File: config.mk
export PLATFORM = sky130hd
export DESIGN_NAME = idcrc_top
export DESIGN_NICKNAME = d
export VERILOG_FILES = /design/src/rtl/idcrc_pkg.sv /design/src/rtl/idcrc_core.sv /design/src/rtl/idcrc_seq.sv /design/src/rtl/idcrc_top.sv
export SDC_FILE = /design/constraint.sdc
export NUM_CORES = 1
export LEC_CHECK = 0
export BUFFER_PORTS_ARGS = -buffer_cell sky130_fd_sc_hd__buf_2
export CORE_UTILIZATION = 32
export CTS_CLUSTER_SIZE = 16
export DETAILED_ROUTE_END_ITERATION = 6
export PLACE_DENSITY = 0.63
export SLEW_MARGIN = 5
export SYNTH_ARGS = -nofsm -noshare
export SYNTH_HDL_FRONTEND = slang
export SYNTH_SLANG_ARGS = --single-unit
File: constraint.sdc
create_clock -name clk -period 1.34 [get_ports clk]
set_input_delay 0.201 -clock clk [delete_from_list [all_inputs] [get_ports clk]]
set_output_delay 0.201 -clock clk [all_outputs]
set_load 0.02 [all_outputs]
File: src/rtl/idcrc_pkg.sv
package idcrc_pkg;
    localparam int CRC_W = 8;

    typedef logic [CRC_W-1:0] crc_t;

    function automatic crc_t crc_step(input crc_t acc, input logic din, input crc_t poly);
        logic fb;
        crc_t nxt;
        fb  = din ^ acc[0];
        nxt = acc >> 1;
        if (fb) nxt = nxt ^ poly;
        return nxt;
    endfunction
endpackage

File: src/rtl/idcrc_core.sv
module idcrc_core
    import idcrc_pkg::*;
#(
    parameter crc_t POLY = 8'h8C
) (
    input  logic clk,
    input  logic rst_n,
    input  logic clr_i,
    input  logic vld_i,
    input  logic din_i,
    output crc_t acc_o,
    output logic zero_o
);
    typedef struct packed {
        crc_t acc;
    } core_st_t;

    core_st_t st_d, st_q;

    always_comb begin
        st_d = st_q;
        if (clr_i)
            st_d.acc = '0;
        else if (vld_i)
            st_d.acc = crc_step(st_q.acc, din_i, POLY);
    end

    always_ff @(posedge clk) begin
        if (!rst_n) st_q <= '0;
        else        st_q <= st_d;
    end

    assign acc_o  = st_q.acc;
    assign zero_o = (st_q.acc == '0);


    clear_wins_chk: assert property (@(posedge clk) disable iff (!rst_n)
        clr_i |=> (acc_o == '0));

    idle_hold_chk: assert property (@(posedge clk) disable iff (!rst_n)
        (!clr_i && !vld_i) |=> $stable(acc_o));
endmodule

File: src/rtl/idcrc_seq.sv
module idcrc_seq
    import idcrc_pkg::*;
#(
    parameter int   ID_W = 64,
    parameter crc_t POLY = 8'h8C
) (
    input  logic            clk,
    input  logic            rst_n,
    input  logic            start_i,
    input  logic [ID_W-1:0] word_i,
    output logic            busy_o,
    output logic            done_o,
    output logic            good_o
);
    localparam int CNT_W = $clog2(ID_W);
    localparam logic [CNT_W-1:0] LAST = CNT_W'(ID_W - 1);

    typedef struct packed {
        logic [ID_W-1:0]  sh;
        logic [CNT_W-1:0] cnt;
        logic             busy;
        logic             done;
    } seq_st_t;

    seq_st_t st_d, st_q;
    logic    accept;
    logic    res_zero;
    crc_t    res_acc;

    assign accept = start_i && !st_q.busy;

    always_comb begin
        st_d      = st_q;
        st_d.done = 1'b0;
        if (accept) begin
            st_d.sh   = word_i;
            st_d.cnt  = '0;
            st_d.busy = 1'b1;
        end else if (st_q.busy) begin
            st_d.sh  = st_q.sh >> 1;
            st_d.cnt = st_q.cnt + 1'b1;
            if (st_q.cnt == LAST) begin
                st_d.busy = 1'b0;
                st_d.done = 1'b1;
            end
        end
    end

    always_ff @(posedge clk) begin
        if (!rst_n) st_q <= '0;
        else        st_q <= st_d;
    end

    idcrc_core #(.POLY(POLY)) u_acc (
        .clk    (clk),
        .rst_n  (rst_n),
        .clr_i  (accept),
        .vld_i  (st_q.busy),
        .din_i  (st_q.sh[0]),
        .acc_o  (res_acc),
        .zero_o (res_zero)
    );

    assign busy_o = st_q.busy;
    assign done_o = st_q.done;
    assign good_o = st_q.done && res_zero;


    done_pulse_chk: assert property (@(posedge clk) disable iff (!rst_n)
        done_o |=> !done_o);

    done_after_busy_chk: assert property (@(posedge clk) disable iff (!rst_n)
        done_o |-> $past(busy_o));

    start_busy_chk: assert property (@(posedge clk) disable iff (!rst_n)
        (start_i && !busy_o) |=> busy_o);

    good_in_done_chk: assert property (@(posedge clk) disable iff (!rst_n)
        good_o |-> done_o);
endmodule

File: src/rtl/idcrc_top.sv
module idcrc_top
    import idcrc_pkg::*;
#(
    parameter int   ID_W = 64,
    parameter crc_t POLY = 8'h8C
) (
    input  logic            clk,
    input  logic            rst_n,
    input  logic            crc_clr_i,
    input  logic            bit_vld_i,
    input  logic            bit_i,
    output logic [7:0]      crc_o,
    output logic            crc_zero_o,
    input  logic            chk_start_i,
    input  logic [ID_W-1:0] chk_word_i,
    output logic            chk_busy_o,
    output logic            chk_done_o,
    output logic            chk_good_o
);
    idcrc_core #(.POLY(POLY)) u_stream (
        .clk    (clk),
        .rst_n  (rst_n),
        .clr_i  (crc_clr_i),
        .vld_i  (bit_vld_i),
        .din_i  (bit_i),
        .acc_o  (crc_o),
        .zero_o (crc_zero_o)
    );

    idcrc_seq #(.ID_W(ID_W), .POLY(POLY)) u_check (
        .clk     (clk),
        .rst_n   (rst_n),
        .start_i (chk_start_i),
        .word_i  (chk_word_i),
        .busy_o  (chk_busy_o),
        .done_o  (chk_done_o),
        .good_o  (chk_good_o)
    );
endmodule

==> impl_metrics.json, run 1 <==
{
  "status": "finished with violations",
  "violations": "negative setup slack",
  "synth-edff-count": 0,
  "synth.most_common_cell": "dfxtp_1",
  "relSlewSlack": 0.729,
  "drc": 0,
  "yosys_register_bits": 88,
  "syn_inst": 453,
  "clkTransAtPathRegs_ns": 0.06,
  "yosysTopAreaCellShare": 0.431,
  "wirelength_um": 8720,
  "ys_types": 30,
  "grt_max_degree": 61,
  "synth_top_cell_by_area": "dfxtp_1",
  "clock-skew-final_ns": 0.00499,
  "worstPathRequired_ns": 1.14,
  "post-route-util": 0.421,
  "synth_mux_area_frac": 0.184,
  "drive_gt1_frac": 0.247,
  "die_y_um": 115,
  "initial_core_util": 0.335,
  "p_leak_nw": 2.24,
  "pre_cts_slack_ns": -0.00948,
  "worst_slack_ns": -0.284,
  "cp_slowest_cell": "or4_4",
  "cts.sinks": 88,
  "area_growth_pct": 25.9,
  "synth_simple_gate_area_frac": 0.221,
  "vias": 3272,
  "insertion_delay_ns": 0.34,
  "criticalPathCategory": "reg2out",
  "postSynthAreaPerCell_um2": 9.02,
  "htreeDepth": 3,
  "setup_violations": 2,
  "drt_pass1_iterations": 4,
  "cts_hold_buf": 0,
  "async_reset_ff_frac": 0,
  "layout.cells.non_filler": 711,
  "cts_buffer_depth": 2,
  "grt_pass1_wl_um": 13900,
  "hold_start": "chk_word_i[63]",
  "hold_path.class": "in2reg",
  "synth_area_leaders": "dfxtp_1, mux2i_1, and2_1, nand2_1, o21ai_1",
  "grt_use_total": 0.134,
  "antenna_found_initial": 0,
  "avgViaCountPerCell": 4.60,
  "slew_viol_final": 0,
  "dpl.hpwl_um": 5830,
  "hold_viol_final": 0,
  "fin_crit_sh": 1.21,
  "power_density_mw_per_mm2": 1180,
  "yosysWarnings": 0,
  "root_buffer": "clkbuf_16",
  "ir_drop_uv": 473,
  "synth_top_family_by_area": "simple AND/OR/NAND/NOR gates",
  "gp_congestion": 0.766,
  "cp-start-kind": "flip-flop",
  "tightest_slew_ns": 0.404,
  "rows": 40,
  "final_nets": 609,
  "end_kind": "primary output",
  "finalCriticalPeriod_ns": 1.62,
  "crit_family": "simple AND/OR/NAND/NOR gates",
  "cap_viol_max_count": 0,
  "core_mm2": 0.0122,
  "dp_cells": 690,
  "synthXorXnorAreaFrac": 0.0150,
  "critPathLaunch": "u_stream.acc_o[2]",
  "crit_chain": "or4_4 > nor2_4 > buf_6",
  "design.die.area_mm2": 0.0132,
  "drt_iter0_drc": 128,
  "r2r_start": "u_check.busy_o",
  "tns_ns": -0.502,
  "cp.arrival_ns": 1.42,
  "synth_ff_type": "dfxtp_1",
  "cpPeakStageDelay_ns": 0.54,
  "rsz0062_at_grt": "true",
  "ant_nets": 0,
  "grt_overflow_total": 0,
  "seq_area_frac_synth": 0.431,
  "synth-compound-area-share": 0.0904,
  "synth-adder-area-share": 0.00306,
  "grt_pass1_vias": 3117,
  "fp.dieW_um": 115,
  "numCtsBuffers": 9,
  "syn_area_mm2": 0.00409,
  "cts_tree": "yes",
  "diodes": 0,
  "path_buf_inv": 1,
  "design.portCount": 82,
  "synth_nets": 524,
  "io_buffers": 81,
  "synth_commonest_cells": "dfxtp_1, mux2i_1, nand2_1",
  "critPathMaxFanout": 2,
  "routedWlPerCell_um": 12.3,
  "fmax_ghz": 0.616
}
[logic make-up after synthesis]
| kind of cell | count (synthesis) |
|---|---|
| AND/OR/NAND/NOR | 176 |
| flip-flops | 88 |
| multiplexers | 75 |
| AO/OA/AOI/OAI | 71 |
| buffers and inverters | 35 |
| XOR/XNOR | 7 |
| adder cells (fa/ha/maj) | 1 |
[worst reg2reg max path: cells and delay by family, from the launching register on]
kind                   cells  cell delay (ns)
and+or+nand+nor            2             0.45
DFF                        1             0.40
buffers and inverters      1             0.18
AOI/OAI and AO/OA          1             0.14
[flip-flops by register name, indices dropped and copies added, names as in the netlist]
register	cells
u_check.done_o	1
u_check.u_acc.acc_o	8
u_check.st_q	70
u_check.busy_o	1
u_stream.acc_o	8
[metrics by stage]
step                instance area (um2)  hold slack, ns  total power (W)
floorplan                          4100           0.352          0.00339
global route                       5140           0.226          0.00640
detailed placement                 4740           0.489          0.00363
CTS                                5070           0.166          0.00617
finish                             5140           0.184          0.00609
global placement                   4740           0.470          0.00360
[area by class of cell]
class                           instances  area (um2)
Multi-Input combinational cell        330        2120
Clock buffer                           11         233
Sequential cell                        88        1770
Inverter                                1        3.75
Tap cell                              168         210
Fill cell                            1222        7070
Clock inverter                          5        56.3
Timing Repair Buffer                  108         744
[layer usage]
| metal | routed length, um | GRT usage | vias up | part of all wire |
|---|---|---|---|---|
| met5 | 0 | 0 | - | 0 |
| met4 | 132 | 0.0658 | 0 | 0.015 |
| met3 | 312 | 0.0332 | 10 | 0.036 |
| met2 | 4110 | 0.224 | 51 | 0.47 |
| met1 | 4160 | 0.161 | 1506 | 0.48 |
| li1 | - | - | 1705 | - |
[where the power goes]
group / internal, W / switching, W
sequential: 0.00275 / 0.0000756
combinational: 0.000414 / 0.000370
clock: 0.00145 / 0.00104
[timing repair]
action | CTS | global route
gates cloned | 0 | 2
resized for setup | 7 | 5
endpoints found under the setup margin | 3 | 4
pin swaps | 3 | 2
buffers inserted | 2 | 1
[path summary, 6_finish.rpt]
path | slack, ns | to | depth (start not counted)
worst max-delay path | -0.28 | crc_zero_o | 3
worst max register to register | 0.12 | u_check.st_q[7] | 4
worst min register to register | 0.50 | u_check.st_q[7] | 2
worst min-delay path | 0.18 | u_check.st_q[71] | 3
[placed cells by master, fill, tap and decap left out, drive strengths merged, types with 2 or more instances in the layout]
cell	instances
clkbuf	13
a211oi	2
dfxtp	88
inv	2
o211ai	2
nor2	20
nand4	6
mux2i	75
xor2	4
nand4b	4
o21ai	66
clkinv	2
nor4	2
nand2	65
buf	106
nand3	4
and2	64
xnor2	3
or4	2
nand3b	5
Power figures use the tool's default switching activity.
==> run 2, diff against run 1 <==
- CORE_ASPECT_RATIO: default -> 1.1
- GPL_ROUTABILITY_DRIVEN: default -> 0
==> run 2 against run 1 <==
Compared with the run above: the flow still finishes with violations (negative setup slack); critical path depth unchanged; largest power group is now clock; final cell count is 2.8% lower; sequential share of layout area grew 0.069 points.
==> impl_metrics.json, run 2 (synthesis gave the netlist of run 1 again) <==
{
  "crit_chain": "or4_4 > nor2_4 > buf_6",
  "final_common_cell": "dfxtp_1",
  "post-route-util": 0.419,
  "status": "finished with violations",
  "dp_cells": 672,
  "rsz0062_at_grt": "true",
  "area_growth_pct": 25.5,
  "worstPathRequired_ns": 1.14,
  "avgViaCountPerCell": 4.72,
  "final_nets": 603,
  "vias": 3264,
  "p_leak_nw": 2.24,
  "crit_family": "simple AND/OR/NAND/NOR gates",
  "worst_slack_ns": -0.271,
  "design.portCount": 82,
  "layout.cells.non_filler": 691,
  "numCtsBuffers": 9,
  "dpl.hpwl_um": 5650,
  "combPwrFrac": 0.114,
  "cp.arrival_ns": 1.41,
  "cap_viol_max_count": 0,
  "finalInstanceArea_mm2": 0.00513,
  "cts_tree": "yes",
  "insertion_delay_ns": 0.33,
  "regMostFlops": "u_check.st_q",
  "end_kind": "primary output",
  "pwr-share-seq": 0.425,
  "initial_core_util": 0.334,
  "pwr-share-clk": 0.461,
  "antenna_found_initial": 0,
  "io_buffers": 81,
  "grt_max_degree": 50,
  "cpPeakStageDelay_ns": 0.54,
  "die_y_um": 121,
  "critPathLaunch": "u_stream.acc_o[2]",
  "ir_drop_uv": 646,
  "clock-skew-final_ns": 0.00548,
  "clkTransAtPathRegs_ns": 0.06,
  "wirelength_um": 8480,
  "hold_start": "chk_word_i[63]",
  "pre_cts_slack_ns": 0.00200,
  "root_buffer": "clkbuf_16",
  "internal_power_w": 0.00521,
  "rows": 42,
  "tightest_slew_ns": 0.444,
  "grt_pass1_vias": 3111,
  "drc": 0,
  "drive_gt1_frac": 0.236,
  "tns_ns": -0.525,
  "grt_overflow_total": 0,
  "slew_viol_final": 0,
  "finalCriticalPeriod_ns": 1.61,
  "grt_use_total": 0.133,
  "core_mm2": 0.0122,
  "power_density_mw_per_mm2": 1300,
  "fin_crit_sh": 1.20,
  "fp.dieW_um": 110,
  "cts_buffer_depth": 2,
  "criticalPathCategory": "reg2out",
  "hold_viol_final": 0,
  "drt_pass1_iterations": 4,
  "path_buf_inv": 1,
  "r2r_start": "u_check.busy_o",
  "cp-start-kind": "flip-flop",
  "critPathMaxFanout": 2,
  "cp_slowest_cell": "or4_4",
  "final_cell_mix": "dfxtp_1, buf_2, mux2i_1",
  "diodes": 0,
  "hold_path.class": "in2reg",
  "cts.sinks": 88,
  "drt_iter0_drc": 148,
  "htreeDepth": 3,
  "fmax_ghz": 0.621,
  "setup_violations": 2,
  "routedWlPerCell_um": 12.3,
  "violations": "negative setup slack",
  "place_area_mm2": 0.00467,
  "p_sw_frac": 0.216,
  "p_switching_w": 0.00144,
  "grt_pass1_wl_um": 13800,
  "largest_reg_flops": 70,
  "design.die.area_mm2": 0.0132,
  "ant_nets": 0,
  "relSlewSlack": 0.702
}
run 2: cell count changes in the layout (fill, tap and decap cells not counted), sizes merged:
| cell | change |
|---|---|
| clkinv | -2 |
| bufinv | +3 |
| bufbuf | +1 |
| buf | -5 |
| inv | -1 |
| clkbuf | -2 |
run 2: routing by layer:
layer	part of all wire	global-route usage	up-vias
met1	0.48	0.161	1499
met3	0.042	0.0280	9
met2	0.47	0.226	60
li1	-	-	1696
met4	0.014	0.0550	0
met5	0	0	-
run 2: path summary, 6_finish.rpt:
path / cells past startpoint / end / slack [ns]
max: 3 / crc_zero_o / -0.27
min: 3 / u_check.st_q[71] / 0.21
max reg2reg: 5 / u_check.st_q[8] / 0.09
min reg2reg: 2 / u_stream.acc_o[7] / 0.52
run 2: worst register-to-register path, delay by kind of cell (launching register included):
kind	cells	cell delay [ns]
buffers and inverters	2	0.45
DFF	1	0.36
and+or+nand+nor	2	0.24
AOI/OAI and AO/OA	1	0.09
run 2: metrics by stage:
stage	hold WS, ns	power (W)
after global placement	0.470	0.00359
final	0.213	0.00665
after CTS	0.210	0.00673
after global routing	0.214	0.00693
after floorplan	0.352	0.00339
after detailed placement	0.510	0.00361
run 2: cell type report:
| cell class | instances | area (um2) |
|---|---|---|
| fill | 1203 | 7120 |
| multi-input combinational | 330 | 2130 |
| sequential | 88 | 1770 |
| timing repair buffer | 102 | 657 |
| clock buffer | 11 | 243 |
| tap | 154 | 193 |
| clock inverter | 5 | 128 |
| inverter | 1 | 3.75 |
run 2: what timing repair did:
action / CTS / global route
gates cloned: 1 / 0
pin swaps: 1 / 0
hold buffers: 0 / 0
gates resized for setup: 7 / 2
setup buffers: 2 / 0
setup endpoints to repair: 3 / 2
run 2: power groups by stage:
stage                     combinational, W  clock, W  sequential, W
final                             0.000758   0.00306        0.00282
after global routing              0.000845   0.00324        0.00284
after CTS                         0.000770   0.00314        0.00282
after detailed placement          0.000724         0        0.00288
after global placement            0.000709         0        0.00288
after floorplan                   0.000521         0        0.00287
==> run 3, diff against run 2 <==
- BUFFER_PORTS_ARGS: -buffer_cell sky130_fd_sc_hd__buf_2 -> -buffer_cell sky130_fd_sc_hd__buf_4
==> run 3 against run 2 <==
Compared with the run above: the flow still finishes with violations (negative setup slack); critical path depth is the same; via count is 1.4% lower; worst hold slack worse by 0.011 ns.
==> impl_metrics.json, run 3 (synthesis gave the netlist of run 1 again) <==
{
  "status": "finished with violations",
  "violations": "negative setup slack",
  "crit_chain": "or4_4 > nor2_4 > buf_6",
  "clkTransAtPathRegs_ns": 0.06,
  "wirelength_um": 8630,
  "cp_slowest_cell": "or4_4",
  "grt_overflow_total": 0,
  "ant_nets": 0,
  "die_y_um": 121,
  "cp.arrival_ns": 1.42,
  "numCtsBuffers": 9,
  "drt_pass1_iterations": 4,
  "final_cell_mix": "buf_4, dfxtp_1, mux2i_1",
  "criticalPathCategory": "reg2out",
  "design.die.area_mm2": 0.0132,
  "fin_crit_sh": 1.21,
  "fillers": 1229,
  "grt_pass1_vias": 3097,
  "initial_core_util": 0.334,
  "fp.dieW_um": 110,
  "cts.sinks": 88,
  "grt_pass1_wl_um": 14200,
  "finalCriticalPeriod_ns": 1.62,
  "cap_viol_max_count": 0,
  "relSlewSlack": 0.753,
  "power_density_mw_per_mm2": 1170,
  "cts_hold_buf": 0,
  "final_nets": 602,
  "antenna_found_initial": 0,
  "hold_path.class": "in2reg",
  "cts_tree": "yes",
  "vias": 3217,
  "regMostFlops": "u_check.st_q",
  "cp-start-kind": "flip-flop",
  "area_growth_pct": 28.0,
  "path_buf_inv": 1,
  "timing.hold.ws_ns": 0.202,
  "design.portCount": 82,
  "core_mm2": 0.0122,
  "worstPathRequired_ns": 1.14,
  "drc": 0,
  "avgViaCountPerCell": 4.67,
  "ir_drop_uv": 634,
  "routedWlPerCell_um": 12.5,
  "cts_buffer_depth": 2,
  "rsz0062_at_grt": "true",
  "slew_viol_final": 0,
  "routed-wl-met3_um": 413,
  "setup_violations": 2,
  "grt_max_degree": 48,
  "hold_viol_final": 0,
  "htreeDepth": 3,
  "fmax_ghz": 0.618,
  "critPathMaxFanout": 2,
  "diodes": 0,
  "final_common_cell": "buf_4",
  "drive_gt1_frac": 0.230,
  "dpl.hpwl_um": 5780,
  "cpPeakStageDelay_ns": 0.55,
  "drt_iter0_drc": 146,
  "p_leak_nw": 2.25,
  "end_kind": "primary output",
  "grt_use_total": 0.136,
  "largest_reg_flops": 70,
  "worst_slack_ns": -0.278,
  "wl_met1_um": 4120,
  "dr_wl_met2_um": 4010,
  "pre_cts_slack_ns": 0.0298,
  "rows": 42,
  "clock-skew-final_ns": 0.00761,
  "multiInputGateArea_mm2": 0.00212,
  "io_buffers": 81,
  "top_layer_used": "met4",
  "crit_family": "simple AND/OR/NAND/NOR gates",
  "insertion_delay_ns": 0.33,
  "tightest_slew_ns": 0.368,
  "register_area_mm2": 0.00177,
  "root_buffer": "clkbuf_16"
}
## run 3: final timing paths
path / startpoint / end / slack, ns / cells after the start
worst min register to register: u_check.st_q[7] / u_check.st_q[7] / 0.49 / 2
worst max register to register: u_check.busy_o / u_check.st_q[58] / 0.11 / 5
worst max-delay path: u_stream.acc_o[3] / crc_zero_o / -0.28 / 3
worst min-delay path: bit_vld_i / u_stream.acc_o[7] / 0.20 / 2
## run 3: routing by layer
layer  vias up  track usage
met3         7       0.0377
met4         0       0.0383
li1       1682            -
met2        58        0.226
met5         -            0
met1      1470        0.170
## run 3: area by class of cell
type / instances / share of cell area
Clock buffer: 12 / 0.0472
Clock inverter: 3 / 0.00814
Inverter: 1 / 0.000718
Multi-Input combinational cell: 330 / 0.406
Sequential cell: 88 / 0.338
Tap cell: 154 / 0.0369
Timing Repair Buffer: 101 / 0.163
## run 3: report_power, final
part	switching (W)	internal, W
Combinational	0.000363	0.000449
Sequential	0.0000729	0.00275
Clock	0.000973	0.00148
Total	0.00141	0.00468
## run 3: through the flow
step / total power [W] / cell area [um2] / instances / util / setup TNS (ns)
after floorplan: 0.00339 / 4100 / 453 / - / 0
after global placement: 0.00365 / 4880 / 671 / 0.398 / 0
after detailed placement: 0.00367 / 4880 / 671 / 0.398 / 0
after CTS: 0.00619 / 5230 / 689 / 0.427 / -0.551
after global routing: 0.00640 / 5230 / 689 / 0.427 / -0.668
final: 0.00609 / 5230 / 689 / 0.427 / -0.513
## run 3: timing repair
item                                    4_1_cts  5_1_grt
endpoints found under the setup margin        3        2
pin swaps                                     2        1
gates cloned                                  1        0
buffers inserted                              2        0
resized for setup                             4        0
